File: config.mk
export PLATFORM = sky130hd
export DESIGN_NAME = desc_ram_ctrl
export DESIGN_NICKNAME = d
export VERILOG_FILES = /design/src/rtl/desc_ctl_pkg.sv /design/src/rtl/desc_store.sv /design/src/rtl/desc_window.sv /design/src/rtl/desc_load_gen.sv /design/src/rtl/desc_ram_ctrl.sv
export SDC_FILE = /design/constraint.sdc
export NUM_CORES = 2
export LEC_CHECK = 0
export BUFFER_PORTS_ARGS = -buffer_cell sky130_fd_sc_hd__buf_2
export CAP_MARGIN = 20
export CORE_UTILIZATION = 48
export CTS_BUF_LIST = sky130_fd_sc_hd__clkbuf_4 sky130_fd_sc_hd__clkbuf_8
export CTS_CLUSTER_DIAMETER = 30
export DETAILED_ROUTE_END_ITERATION = 6
export GPL_ROUTABILITY_DRIVEN = 0
export PLACE_DENSITY = 0.63
export SYNTH_ARGS = -nofsm -noshare
export SYNTH_HDL_FRONTEND = slang
export SYNTH_SLANG_ARGS = --single-unit
File: constraint.sdc
create_clock -name clk -period 4.19 [get_ports clk]
set_input_delay 0.6285 -clock clk [delete_from_list [all_inputs] [get_ports clk]]
set_output_delay 0.6285 -clock clk [all_outputs]
set_load 0.1 [all_outputs]
File: src/rtl/desc_ctl_pkg.sv
package desc_ctl_pkg;
    localparam int ADDR_W    = 12;
    localparam int DATA_W    = 8;
    localparam int MEM_DEPTH = 384;
    localparam int IDX_W     = $clog2(MEM_DEPTH);

    localparam logic [ADDR_W-1:0] MEM_BASE   = 12'h500;
    localparam logic [ADDR_W-1:0] MEM_LAST   = MEM_BASE + ADDR_W'(MEM_DEPTH - 1);
    localparam logic [ADDR_W-1:0] CMD_ADDR   = 12'h7E4;
    localparam logic [ADDR_W-1:0] STALL_ADDR = 12'h7E8;
    localparam logic [ADDR_W-1:0] EOP_ADDR   = 12'h7EC;
    localparam logic [DATA_W-1:0] CMD_INIT   = 8'h01;

    typedef enum logic [1:0] {
        WIN_IDLE,
        WIN_OPEN,
        WIN_WAIT_STS
    } win_state_e;

    typedef struct packed {
        logic             mem_hit;
        logic             cmd_hit;
        logic             stall_hit;
        logic             eop_hit;
        logic [IDX_W-1:0] idx;
    } addr_dec_t;

    function automatic addr_dec_t decode_addr(input logic [ADDR_W-1:0] a);
        addr_dec_t d;
        d.mem_hit   = (a >= MEM_BASE) && (a <= MEM_LAST);
        d.cmd_hit   = (a == CMD_ADDR);
        d.stall_hit = (a == STALL_ADDR);
        d.eop_hit   = (a == EOP_ADDR);
        d.idx       = IDX_W'(a - MEM_BASE);
        return d;
    endfunction
endpackage

File: src/rtl/desc_store.sv
module desc_store #(
    parameter int DEPTH = 384,
    parameter int DW    = 8,
    localparam int IW   = $clog2(DEPTH)
) (
    input  logic          clk,
    input  logic          rst,
    input  logic          wr_en,
    input  logic          rd_strobe,
    input  logic          rd_ok,
    input  logic [IW-1:0] idx,
    input  logic [DW-1:0] wdata,
    output logic [DW-1:0] rdata
);
    logic [DW-1:0] mem [DEPTH];

    always_ff @(posedge clk) begin
        if (wr_en)
            mem[idx] <= wdata;
    end

    always_ff @(posedge clk) begin
        if (rst)
            rdata <= '0;
        else if (rd_strobe)
            rdata <= rd_ok ? mem[idx] : '0;
    end
endmodule

File: src/rtl/desc_window.sv
module desc_window
    import desc_ctl_pkg::*;
(
    input  logic clk,
    input  logic rst,
    input  logic bus_reset,
    input  logic setup_sd,
    input  logic eop_access,
    input  logic status_done,
    output logic win_open,
    output logic reset_seen,
    output logic sd_done
);
    win_state_e state_q, state_d;
    logic       done_d;

    always_comb begin
        state_d = state_q;
        done_d  = 1'b0;
        if (bus_reset) begin
            state_d = WIN_IDLE;
        end else if (setup_sd) begin
            state_d = WIN_OPEN;
        end else begin
            unique case (state_q)
                WIN_OPEN:     if (eop_access) state_d = WIN_WAIT_STS;
                WIN_WAIT_STS: if (status_done) begin
                                  state_d = WIN_IDLE;
                                  done_d  = 1'b1;
                              end
                default:      state_d = state_q;
            endcase
        end
    end

    always_ff @(posedge clk) begin
        if (rst) begin
            state_q    <= WIN_IDLE;
            reset_seen <= 1'b0;
            sd_done    <= 1'b0;
        end else begin
            state_q    <= state_d;
            sd_done    <= done_d;
            if (bus_reset)
                reset_seen <= 1'b1;
        end
    end

    assign win_open = (state_q == WIN_OPEN);
endmodule

File: src/rtl/desc_load_gen.sv
module desc_load_gen #(
    parameter int N_TRIG = 2
) (
    input  logic              clk,
    input  logic              rst,
    input  logic [N_TRIG-1:0] trig,
    output logic              load
);
    always_ff @(posedge clk) begin
        if (rst)
            load <= 1'b0;
        else
            load <= (|trig) && !load;
    end
endmodule

File: src/rtl/desc_ram_ctrl.sv
module desc_ram_ctrl
    import desc_ctl_pkg::*;
(
    input  logic              clk,
    input  logic              rst,
    input  logic [ADDR_W-1:0] cpu_addr,
    input  logic [DATA_W-1:0] cpu_wdata,
    input  logic              cpu_rd,
    input  logic              cpu_wr,
    output logic [DATA_W-1:0] cpu_rdata,
    input  logic              bus_reset_evt,
    input  logic              setup_evt,
    input  logic              setup_is_setdesc,
    input  logic              status_done_evt,
    output logic              stall_out,
    output logic              desc_load,
    output logic              set_desc_done
);
    addr_dec_t dec;
    logic      win_open;
    logic      reset_seen;
    logic      acc_ok;
    logic      stall_en;
    logic      init_cmd;

    assign dec      = decode_addr(cpu_addr);
    assign acc_ok   = !reset_seen || win_open;
    assign init_cmd = cpu_wr && dec.cmd_hit && (cpu_wdata == CMD_INIT);

    desc_store #(.DEPTH(MEM_DEPTH), .DW(DATA_W)) u_store (
        .clk       (clk),
        .rst       (rst),
        .wr_en     (cpu_wr && dec.mem_hit && acc_ok),
        .rd_strobe (cpu_rd),
        .rd_ok     (dec.mem_hit && acc_ok),
        .idx       (dec.idx),
        .wdata     (cpu_wdata),
        .rdata     (cpu_rdata)
    );

    desc_window u_win (
        .clk         (clk),
        .rst         (rst),
        .bus_reset   (bus_reset_evt),
        .setup_sd    (setup_evt && setup_is_setdesc),
        .eop_access  ((cpu_rd || cpu_wr) && dec.eop_hit),
        .status_done (status_done_evt),
        .win_open    (win_open),
        .reset_seen  (reset_seen),
        .sd_done     (set_desc_done)
    );

    desc_load_gen #(.N_TRIG(2)) u_load (
        .clk  (clk),
        .rst  (rst),
        .trig ({init_cmd, bus_reset_evt}),
        .load (desc_load)
    );

    always_ff @(posedge clk) begin
        if (rst)
            stall_en <= 1'b0;
        else if (cpu_wr && dec.stall_hit)
            stall_en <= cpu_wdata[0];
    end

    assign stall_out = stall_en && win_open;
endmodule

# --- Yosys cells after proc, flatten, opt, wreduce, memory -nomap -nowiden ---
# Memory sizes are Yosys's and may differ from the RTL's.
# Cells that the tools add are included.
word_totals:
  input_bits: 28
  latchBits: 0
  ramBits: 3072
  mem_bits_ro: 0
  register_bits: 14
  wordCells: 53
  output_inout_bits: 11
  mem_count: 1
mem_list:
  columns: ["name", "words", "word_bits", "rd", "rd_clocked_by_memory_dff", "wr", "line_no", "text"]
  rows:
  - ["u_store.mem", 384, 8, 1, 0, 1, "desc_store.sv:15", "logic [DW-1:0] mem [DEPTH];"]
classes:
  eq_ne: 10
  shifts: 0
  n_lt_le_gt_ge: 2
  muxes: 8
  n_reduce_logical: 23
  mul: 0
  n_bitwise: 1
  addsub: 1
  div: 0
op_table:
  columns: ["operator", "count"]
  rows:
  - ["12-bit by 11-bit equality test with 1-bit output, second input constant", 3]
  - ["12-bit by 11-bit greater-or-equal comparator with 1-bit output, second input constant", 1]
  - ["12-bit by 11-bit <= comparator with 1-bit output, second input constant", 1]
  - ["1-bit logical AND", 11]
  - ["9-bit subtractor, second input constant", 1]
  - ["8-bit by 1-bit equality test with 1-bit output, second input constant", 1]
  - ["8-bit 2-to-1 mux", 1]
  - ["3-bit AND reduction", 2]
  - ["1-bit 2-to-1 mux", 4]
  - ["2-bit 2-to-1 mux", 2]
  - ["2-bit one-hot mux with 2 select lines", 1]
  - ["2-bit OR reduction", 2]
  - ["4-bit OR reduction", 1]
  - ["3-bit by 1-bit inequality test with 1-bit output, second input constant", 1]
  - ["3-bit by 2-bit inequality test with 1-bit output, second input constant", 1]
  - ["3-bit nonzero test", 1]
  - ["3-bit OR reduction", 1]
  - ["2-bit by 1-bit equality test with 1-bit output, second input constant", 1]
  - ["2-bit equality test, second input constant", 1]
  - ["1-bit zero test", 2]
  - ["1-bit logical OR", 2]
  - ["2-bit by 1-bit inequality test with 1-bit output, second input constant", 1]
  - ["2-bit inequality test, second input constant", 1]
  - ["2-bit nonzero test", 1]
  - ["1-bit inverter", 1]

# --- Longest topological paths before layout ---
logic_depth:
  word_depth: 6
  depth_mapped: 13

# --- Modules after synthesis ---
# Synthesis repeated with hierarchy kept, for this count alone.
unflattened:
  cells_unflattened: 5623
  hier_area_um2: 119970.1
modules_own_cells:
  columns: ["mod", "instances", "cells_per_inst", "seq_area_each_um2", "area_per_inst_um2"]
  rows:
  - ["desc_store", 1, 5572, 92408.6, 119528.4]
  - ["desc_window", 1, 22, 80.1, 207.7]
  - ["desc_ram_ctrl", 1, 26, 20.0, 200.2]
  - ["desc_load_gen", 1, 3, 20.0, 33.8]

# --- Worst setup path before layout ---
# No wires, ideal clock.
synth_timing:
  path_type: "in2reg"
  startpoint: "input port cpu_addr[1]"
  endpoint: "memory u_store.mem[114][0] (enable)"
  path_slack_ns: 1.084
  t_arrival_ns: 2.736
  stages: 10
  required_time_ns: 3.820
  cell_sequence: "buf_4 > buf_6 > buf_4 > buf_4 > buf_2 > buf_4 > nor2b_1 > nand2_1 > buf_2 > nor2_1"
synth_between:
  elab_chain_len: 6
synth_lines:
  columns: ["element", "line_no", "text"]
  rows:
  - ["from (decl)", "desc_ram_ctrl.sv:6", "input logic [ADDR_W-1:0] cpu_addr,"]
  - ["12-bit by 11-bit greater-or-equal comparator with 1-bit output / 12-bit by 11-bit <= comparator with 1-bit output (equally long branches)", "desc_ctl_pkg.sv:30", "d.mem_hit = (a >= MEM_BASE) && (a <= MEM_LAST);"]
  - ["1-bit logical AND", "desc_ctl_pkg.sv:30", null]
  - ["1-bit logical AND (2 in a row)", "desc_ram_ctrl.sv:33", ".wr_en (cpu_wr && dec.mem_hit && acc_ok),"]
  - ["1-bit 2-to-1 mux", "desc_store.sv:18", "if (wr_en)"]
  - ["1-bit 2-to-1 mux (not written as such)", "desc_store.sv:19", "mem[idx] <= wdata;"]
  - ["to (decl)", "desc_store.sv:15", null]
# Parallel ways exist; a longest one is shown, timed or not.

# --- Worst setup path after layout ---
layout_timing:
  startpoint: "register u_win.state_q[1]"
  endpoint: "output port stall_out"
layout_between:
  elab_chain_len: 2
layout_lines:
  columns: ["element", "line_no", "text"]
  rows:
  - ["from (decl)", "desc_window.sv:14", "win_state_e state_q, state_d;"]
  - ["from (signal assigned)", "desc_window.sv:42", "state_q <= state_d;"]
  - ["2-bit by 1-bit equality test with 1-bit output", "desc_window.sv:49", "assign win_open = (state_q == WIN_OPEN);"]
  - ["1-bit logical AND", "desc_ram_ctrl.sv:67", "assign stall_out = stall_en && win_open;"]
  - ["to (decl)", "desc_ram_ctrl.sv:15", "output logic stall_out,"]
# No other way between the ends.

==> metrics.yaml <==
routing:
  initialDrtViolationCount: 8718
  drc_errors: 0
  wl_per_cell_microns: 32.2
  ant_nets: 0
  routed_wl_microns: 343000
  highest_layer: "met5"
  post_drt_via_cell_ratio: 6.12
  first_pass_iters: 6
  wl_met2_microns: 162000
  vias: 65100
  m1WireLength_microns: 132000
  wl_met3_microns: 32300
yosys:
  synth-adder-area-share_pct: 0.0208
  ys_warn_count: 0
  synth-seq-cells: 3086
  ys.flop_type: "edfxtp_1"
  synth-xor-area-share_pct: 0
  syn_inst: 5868
  syn_nets: 5898
  ys_top_cells_by_area: "edfxtp_1, mux4_2, mux2i_1"
  synth_edf_count: 3072
  synth_top_area_share_pct: 76.8
  muxShareOfSynthArea_pct: 14.9
  synth_top_family_by_area: "multiplexers"
  synth_area_sq_um: 120000
  synth_cell_types: 76
  yosys.area_share.simple_pct: 2.63
  async_flop_share_pct: 0
  seq_area_frac_synth_pct: 77.0
  synth_compound_area_share_pct: 3.63
  syn_area_per_cell_sq_um: 20.5
  synth_area_leader_cell: "edfxtp_1"
cts:
  clkTransAtPathRegs_ns: 0.06
  root_buffer: "clkbuf_8"
  h-tree-depth: 6
  cts_tree: "done"
  cts_buffers: 589
  clock_latency_ns: 1.09
  clock_path_buffers: 4
  cts_sinks: 3086
floorplan:
  die_x_microns: 502
  start_util_pct: 48.3
  die_h_microns: 502
  num_io_pins: 39
  core_area_sq_um: 249000
  std_cell_rows: 183
  fp.dieArea_sq_um: 252000
power_and_ir_drop:
  power.total_mw: 67.7
  p_seq_share_pct: 50.2
  power_density_nw_per_um2: 480
  switching_share_pct: 22.3
  pwr-share-comb_pct: 4.9
  p_sw_mw: 15.1
  peakVddDrop_v: 0.000303
  power.share.clock_pct: 44.9
  intPower_mw: 52.6
  leakagePower_nw: 46.5
final_layout:
  drive_above_1_share_pct: 32.0
  multi_input_area_sq_um: 25600
  fin_util_pct: 56.7
  nets: 6885
  final_cell_area_sq_um: 141000
  ff_latch_area_sq_um: 92500
  synthToLayoutAreaGrowth_pct: 17.3
  fill_cells: 18600
  final_cells: 10600
hold_path:
  holdCritPathClass: "input pin to flop"
placement:
  hpwl_microns: 217000
  place_inst: 9586
  pre_cts_ws_ns: -0.506
  portBuffers: 38
  dpl_cell_area_sq_um: 129000
sta:
  period_needed_ns: 3.89
  drv_slew: 0
  tns_ns: 0
  rsz0062_at_grt: "no"
  finalHoldViolations: 0
  period_share_pct: 92.8
  max_freq_ghz: 0.257
  setup_viol: 0
  setup_ws_ns: 0.301
  worst_pin_slew_ns: 1.12
  skew_ns: 0.105
  max-slew-margin-rel_pct: 24.2
  hold_ws_ns: 0.0875
setup_path:
  critPathLaunchType: "flop"
  path_class: "flop to output pin"
  critPathMaxFanout: 3
  critPathArrivalTime_ns: 3.26
  end_kind: "output pin"
  critPathRequiredTime_ns: 3.56
global_route:
  grt_use_total_pct: 27.1
  gr-total-overflow: 0
  grt_max_degree: 169
  grt_pass1_wl_microns: 482000
  antenna_found_initial: 14
  first_global_vias: 65400
run:
  drv_cap: 0
run_status:
  status: "finished clean"
final cells by class:
| class | count | area share, % |
|---|---|---|
| diodes | 7 | 0.0124 |
| clock buffers | 713 | 6.48 |
| clock inverters | 322 | 2.11 |
| inverters | 12 | 0.0337 |
| multi-input cells | 2417 | 18.2 |
| flip-flops and latches | 3086 | 65.6 |
| well taps | 3330 | 2.96 |
| repair buffers | 749 | 4.61 |
worst paths after layout:
path                                       start                   to  slack (ns)  depth (start not counted)
worst min-delay path                cpu_wdata[2]  u_store.mem[103][2]        0.09                          1
worst max register to register  u_win.state_q[1]  u_store.mem[326][6]        0.60                          7
worst max-delay path            u_win.state_q[1]            stall_out        0.30                          5
worst min register to register       u_load.load          u_load.load        0.41                          1
placed cells by master, fill, tap and decap left out, drive strengths merged, types with 10 or more instances in the layout:
cell type	netlist	layout
edfxtp	3072	3072
buf	228	741
clkbuf	125	713
mux4	570	570
mux2i	438	438
nor2	435	435
clkinv	2	220
nand2	128	128
a22oi	108	108
o22ai	88	88
o21ai	81	81
a21oi	80	80
a221oi	75	75
mux2	58	58
bufinv	0	48
nand3	46	46
a31oi	38	38
clkinvlp	0	37
a211oi	29	29
inv	10	29
a22o	25	25
nor2b	25	25
nor4	19	19
dfxtp	14	14
nand4	12	12
o221ai	12	12
nor3	12	12
o2111ai	10	10
cells in the mapped netlist (all sizes together), types with 25 or more instances:
| master | n |
|---|---|
| a31oi | 38 |
| mux2i | 438 |
| nor2 | 435 |
| a22o | 25 |
| nand3 | 46 |
| o22ai | 88 |
| mux2 | 58 |
| nor2b | 25 |
| clkbuf | 125 |
| a22oi | 108 |
| nand2 | 128 |
| a21oi | 80 |
| a221oi | 75 |
| a211oi | 29 |
| edfxtp | 3072 |
| buf | 228 |
| mux4 | 570 |
| o21ai | 81 |
registers in the layout (all words and copies together), names as in the netlist:
signal            count
u_store.mem        3072
u_store.rdata         8
u_win.state_q         2
stall_en              1
u_load.load           1
u_win.reset_seen      1
u_win.sd_done         1
cells by family after synthesis:
kind of cell / count (synthesis)
compound gates: 620
fa+ha+maj: 2
buf+inv: 365
flops: 3086
mux: 1066
simple gates: 729
power by group through the flow:
| stage | Clock, mW | Sequential, mW | Combinational [mW] |
|---|---|---|---|
| 2_1_floorplan | 0 | 34.6 | 1.57 |
| 3_3_place_gp | 0 | 34.6 | 3.26 |
| 3_5_place_dp | 0 | 34.6 | 3.30 |
| 4_1_cts | 30.8 | 34.0 | 3.31 |
| 5_1_grt | 32.1 | 33.9 | 3.42 |
| 6_report | 30.4 | 34.0 | 3.33 |
routing by layer:
layer | up-vias | global-route usage (%)
li1 | 26500 | -
met2 | 3761 | 42.4
met5 | - | 0
met3 | 734 | 5.28
met4 | 2 | 12.5
met1 | 34100 | 36.9
critical path, stage by stage (launching register included):
cell and delay [ns]:
dfxtp_1 0.33, inv_1 0.08, ha_1 0.45, buf_4 0.27, and2_1 0.51, buf_2 0.53
timing repair:
action,in CTS,in global routing
buffers inserted,0,0
hold endpoints to repair,10,0
hold buffers,8,0
resized for setup,0,0
No activity file was read; power rests on OpenSTA's default activity.
